==> src/rtl/lut_pid_pkg.sv <==
package lut_pid_pkg;
  localparam int ERR_W    = 4;
  localparam int MAG_W    = ERR_W - 1;
  localparam int NUM_TBL  = 3;
  localparam int NUM_SLOT = 5;
  localparam int TBL_SEL_W  = 2;
  localparam int SLOT_SEL_W = 3;

  typedef enum logic [SLOT_SEL_W-1:0] {
    SLOT_X1 = 3'd0,
    SLOT_X2 = 3'd1,
    SLOT_X4 = 3'd2,
    SLOT_X5 = 3'd3,
    SLOT_X8 = 3'd4
  } slot_e;
endpackage

==> src/rtl/lut_pid_coef_bank.sv <==
module lut_pid_coef_bank
  import lut_pid_pkg::*;
#(
  parameter int COEF_W = 8,
  parameter int TBL_ID = 0
) (
  input  logic                                 clk_i,
  input  logic                                 rst_ni,
  input  logic                                 wr_en_i,
  input  logic [TBL_SEL_W-1:0]                 wr_tbl_i,
  input  logic [SLOT_SEL_W-1:0]                wr_slot_i,
  input  logic [COEF_W-1:0]                    wr_data_i,
  output logic [NUM_SLOT-1:0][COEF_W-1:0]      coef_o
);
  logic tbl_hit;
  assign tbl_hit = wr_en_i && (wr_tbl_i == TBL_SEL_W'(TBL_ID));

  for (genvar s = 0; s < NUM_SLOT; s++) begin : g_slot
    logic [COEF_W-1:0] ent_q;
    always_ff @(posedge clk_i or negedge rst_ni) begin
      if (!rst_ni)                                         ent_q <= '0;
      else if (tbl_hit && wr_slot_i == SLOT_SEL_W'(s))     ent_q <= wr_data_i;
    end
    assign coef_o[s] = ent_q;
  end
endmodule

==> src/rtl/lut_pid_rebuild.sv <==
module lut_pid_rebuild
  import lut_pid_pkg::*;
#(
  parameter int COEF_W = 8
) (
  input  logic [NUM_SLOT-1:0][COEF_W-1:0] coef_i,
  input  logic [ERR_W-1:0]                code_i,
  output logic signed [COEF_W:0]          prod_o
);
  logic signed [COEF_W:0] x1, x2, x4, x5, x8;
  logic signed [COEF_W:0] x3, x6, x7;
  logic signed [COEF_W:0] mag_prod;

  assign x1 = $signed({1'b0, coef_i[SLOT_X1]});
  assign x2 = $signed({1'b0, coef_i[SLOT_X2]});
  assign x4 = $signed({1'b0, coef_i[SLOT_X4]});
  assign x5 = $signed({1'b0, coef_i[SLOT_X5]});
  assign x8 = $signed({1'b0, coef_i[SLOT_X8]});

  // the three rebuild subtractors
  assign x3 = x4 - x1;
  assign x6 = x8 - x2;
  assign x7 = x8 - x1;

  always_comb begin
    unique case (code_i[MAG_W-1:0])
      3'd1:    mag_prod = x1;
      3'd2:    mag_prod = x2;
      3'd3:    mag_prod = x3;
      3'd4:    mag_prod = x4;
      3'd5:    mag_prod = x5;
      3'd6:    mag_prod = x6;
      3'd7:    mag_prod = x7;
      default: mag_prod = '0;
    endcase
  end

  assign prod_o = code_i[ERR_W-1] ? -mag_prod : mag_prod;
endmodule

==> src/rtl/lut_pid_comp.sv <==
module lut_pid_comp
  import lut_pid_pkg::*;
#(
  parameter int COEF_W = 8
) (
  input  logic                    clk_i,
  input  logic                    rst_ni,
  input  logic                    wr_en_i,
  input  logic [1:0]              wr_tbl_i,
  input  logic [2:0]              wr_slot_i,
  input  logic [COEF_W-1:0]       wr_data_i,
  input  logic                    err_vld_i,
  input  logic [3:0]              err_i,
  output logic                    cmd_vld_o,
  output logic [COEF_W+2:0]       cmd_o
);
  localparam int PROD_W = COEF_W + 1;
  localparam int CMD_W  = COEF_W + 3;

  logic [ERR_W-1:0] err_d1_q, err_d2_q;
  logic [NUM_TBL-1:0][ERR_W-1:0] tap;
  logic signed [PROD_W-1:0] prod [NUM_TBL];
  logic signed [CMD_W-1:0]  sum;
  logic [CMD_W-1:0]         cmd_q;
  logic                     vld_q;

  assign tap[0] = err_i;
  assign tap[1] = err_d1_q;
  assign tap[2] = err_d2_q;

  for (genvar t = 0; t < NUM_TBL; t++) begin : g_tbl
    logic [NUM_SLOT-1:0][COEF_W-1:0] coef;
    lut_pid_coef_bank #(.COEF_W(COEF_W), .TBL_ID(t)) u_bank (
      .clk_i     (clk_i),
      .rst_ni    (rst_ni),
      .wr_en_i   (wr_en_i),
      .wr_tbl_i  (wr_tbl_i),
      .wr_slot_i (wr_slot_i),
      .wr_data_i (wr_data_i),
      .coef_o    (coef)
    );
    lut_pid_rebuild #(.COEF_W(COEF_W)) u_rebuild (
      .coef_i (coef),
      .code_i (tap[t]),
      .prod_o (prod[t])
    );
  end

  assign sum = {{2{prod[0][PROD_W-1]}}, prod[0]}
             + {{2{prod[1][PROD_W-1]}}, prod[1]}
             + {{2{prod[2][PROD_W-1]}}, prod[2]};

  always_ff @(posedge clk_i or negedge rst_ni) begin
    if (!rst_ni) begin
      err_d1_q <= '0;
      err_d2_q <= '0;
      cmd_q    <= '0;
      vld_q    <= 1'b0;
    end else begin
      vld_q <= err_vld_i;
      if (err_vld_i) begin
        cmd_q    <= sum;
        err_d1_q <= err_i;
        err_d2_q <= err_d1_q;
      end
    end
  end

  assign cmd_o     = cmd_q;
  assign cmd_vld_o = vld_q;
endmodule

==> config.mk <==
export PLATFORM = sky130hd
export DESIGN_NAME = lut_pid_comp
export DESIGN_NICKNAME = d
export VERILOG_FILES = /design/src/rtl/lut_pid_pkg.sv /design/src/rtl/lut_pid_coef_bank.sv /design/src/rtl/lut_pid_rebuild.sv /design/src/rtl/lut_pid_comp.sv
export SDC_FILE = /design/constraint.sdc
export NUM_CORES = 1
export LEC_CHECK = 0
export BUFFER_PORTS_ARGS = -buffer_cell sky130_fd_sc_hd__buf_2
export CORE_ASPECT_RATIO = 1.5
export CORE_UTILIZATION = 50
export DETAILED_ROUTE_END_ITERATION = 16
export GPL_ROUTABILITY_DRIVEN = 0
export PLACE_DENSITY_LB_ADDON = 0.1
export SKIP_LAST_GASP = 1
export SLEW_MARGIN = 40
export SYNTH_ARGS = -nofsm -noshare
export SYNTH_HDL_FRONTEND = slang
export SYNTH_SLANG_ARGS = --single-unit
==> constraint.sdc <==
create_clock -name clk_i -period 5.43 [get_ports clk_i]
set_clock_uncertainty 0.15 [all_clocks]
set_input_delay 1.086 -clock clk_i [delete_from_list [all_inputs] [get_ports clk_i]]
set_output_delay 1.086 -clock clk_i [all_outputs]
set_load 0.01 [all_outputs]
==> results.toml <==
[logic_synthesis]
yosysTopAreaCell = "dfrtp_1"
synthTopCellsByArea = "dfrtp_1 35%, mux2_2 15%, ha_1 7.5%"
synth_nets = 1099
ys_seq_area_share_pct = 34.8
ys.flop_type = "dfrtp_1"
netlist.area_leader.share_pct = 34.8
syn_area_per_cell_um2 = 10.0
ys_types = 82
synth_edf_count = 0
ys_async_sr_fraction_pct = 100
ys_seq_elements = 140
synth_most_common_cell = "dfrtp_1"
yosys_warnings = 0
synth_common_cells = "140 x dfrtp_1, 136 x mux2_2, 65 x nor2_1, 61 x inv_1, 60 x ha_1"
syn-cell-area_um2 = 10100
postSynthCellCount = 1002

[clocking]
cts_buffers = 17
cts_max_level = 4
cts_setup_buffers = 0
cts.sinks = 140
root_buffer = "clkbuf_16"
path_clk_slew_ns = 0.06
clockBufferDepth = 2
cts_hold_buf = 0
cts_tree = "yes"
clk_latency_ns = 0.43

[timing]
slew_headroom_pct = 52.6
worst_pin_slew_ns = 0.703
period_needed_ns = 5.14
slew_violations = 0
period_share_pct = 94.7
rsz0062_at_grt = "false"
fmax_mhz = 194
finalSetupTns_ns = 0
report.final.setup_viol = 0
final-hold-violation-count = 0

[die]
die-area_um2 = 20700
rows = 63
die_w_um = 118
io_pins = 33
die_h_um = 176
core_um2 = 19700
initial_core_util_pct = 51.0

[grt]
grt_max_degree = 106
first_global_vias = 8118
track_usage_pct = 27.8
grt_pass1_wl_mm = 43.9
antenna_found_initial = 0
grt_remaining_overflow = 0

[routing]
drt-initial-drc-count = 721
viasPerCell = 5.97
drc = 0
num_vias = 8008
dr.pass1.iters = 5
ant_nets = 0
postRouteWirelength_mm = 27.4
wire_per_inst_um = 20.4

[run]
cap_violations = 0

[worst_setup_path]
ff2ff_path_depth = 19
critical_path_class = "input port to flip-flop"
arrival_ns = 5.36
endpoint_kind = "flip-flop"
cp_max_fo = 10
start_kind = "input port"
critPathRequiredTime_ns = 5.64

[run_status]
status = "finished clean"

[layout]
syn2layout_area_growth_pct = 14.1
final_nets = 1166
drive_above_1_share_pct = 26.4
fin_util_pct = 58.2
diodes = 0
fill_cells = 1735

[pwr]
peakVddDrop_mv = 0.277
p_leak_uw = 0.00519
power_density_nw_per_um2 = 487

[placed_design]
place_hpwl_mm = 20.4
portBuffers = 32

[hold_path]
min_path_type = "flip-flop to flip-flop"
hold_depth = 2
[layout make-up]
cell class                      count  area [µm²]  share of cell area, %
Clock buffer                       18         439                   3.83
Clock inverter                     14         168                   1.46
Inverter                           62         233                   2.03
Multi-Input combinational cell    763        6220                   54.2
Sequential cell                   140        3500                   30.5
Tap cell                          260         325                   2.84
Timing Repair Buffer               85         588                   5.12
[logic make-up after synthesis]
logic type	after synthesis	share of synthesized area, %
adders and majority gates	76	10.6
muxes	169	18.6
AOI/OAI and AO/OA	225	15.2
xor gates and xnor gates	39	3.40
DFF	140	34.8
and+or+nand+nor	254	13.3
buffers and inverters	99	4.07
[routing by layer]
layer	wire length (µm)	vias to the layer above	share of wire [%]	track usage [%]
li1	-	3815	-	-
met1	11400	3950	42	32.6
met2	14000	185	51	49.3
met3	907	58	3.3	4.38
met4	1130	0	4.1	13.7
met5	0	-	0	0
[what timing repair did]
action,CTS,global route
gates resized for setup,0,2
endpoints found under the hold margin,0,0
setup endpoints to repair,0,2
[state kept, by name, summed over array words and instances (netlist names)]
name,count
err_d2_q,4
g_tbl.u_bank.g_slot.ent_q,120
err_d1_q,4
cmd_vld_o,1
cmd_o,11
[critical path, stage by stage]
cell	delay [ns]
buf_2	0.09
and2_0	0.25
nand2_4	0.08
buf_4	0.18
nor2_1	0.10
a21oi_1	0.05
ha_1	0.34
o21ai_0	0.10
a21oi_1	0.08
o41ai_1	0.33
mux2i_1	0.16
nor4_2	0.34
buf_4	0.18
a41oi_1	0.11
xnor2_1	0.18
fa_1	0.54
inv_1	0.05
ha_1	0.27
inv_1	0.04
or3_1	0.35
or3_1	0.35
nand4_1	0.09
[where the power goes]
group          internal (µW)  switching [µW]  total [µW]
Clock                    735             471        1210
Sequential              1280             161        1440
Combinational           1430            1510        2950
[layout by cell type, fill, tap and decap left out, types with 8 or more instances in the layout]
| cell type | n |
|---|---|
| a211oi_1 | 8 |
| a21o_1 | 8 |
| a21oi_1 | 53 |
| a22oi_1 | 13 |
| a31oi_1 | 8 |
| buf_2 | 31 |
| buf_4 | 52 |
| clkbuf_16 | 17 |
| dfrtp_1 | 140 |
| fa_1 | 14 |
| ha_1 | 57 |
| inv_1 | 59 |
| mux2_2 | 135 |
| mux2i_1 | 28 |
| nand2_1 | 57 |
| nand2b_1 | 11 |
| nand3_1 | 15 |
| nand3b_1 | 12 |
| nor2_1 | 63 |
| nor2b_1 | 19 |
| nor3_1 | 15 |
| nor3b_1 | 16 |
| o21ai_0 | 36 |
| o21ai_1 | 8 |
| o22ai_1 | 10 |
| o31ai_1 | 9 |
| xnor2_1 | 20 |
| xor2_1 | 19 |
[metrics by stage]
step                      hold WS (ns)  setup slack (ns)  area [µm²]  power [µW]  cells
after floorplan                  0.325           0.00128       10100        3470   1002
after global placement           0.318            -0.159       10800        4340   1309
after detailed placement         0.318            -0.168       10800        4380   1309
after CTS                        0.333             0.302       11400        5620   1341
after global routing             0.361            0.0156       11500        6050   1342
final                            0.327             0.286       11500        5590   1342
[final timing paths]
| kind | startpoint | to | slack, ns |
|---|---|---|---|
| min in group asynchronous | rst_ni | g_tbl[2].u_bank.g_slot[4].ent_q[1] | 0.36 |
| worst min register to register | cmd_o[7] | cmd_o[7] | 0.33 |
| worst max-delay path | err_i[2] | cmd_o[9] | 0.29 |
| worst max register to register | err_d2_q[2] | cmd_o[9] | 0.44 |
| max in group asynchronous | rst_ni | g_tbl[1].u_bank.g_slot[4].ent_q[5] | 3.59 |
| worst min-delay path | cmd_o[7] | cmd_o[7] | 0.33 |
Note: power is estimated with default switching activity, not from simulation.
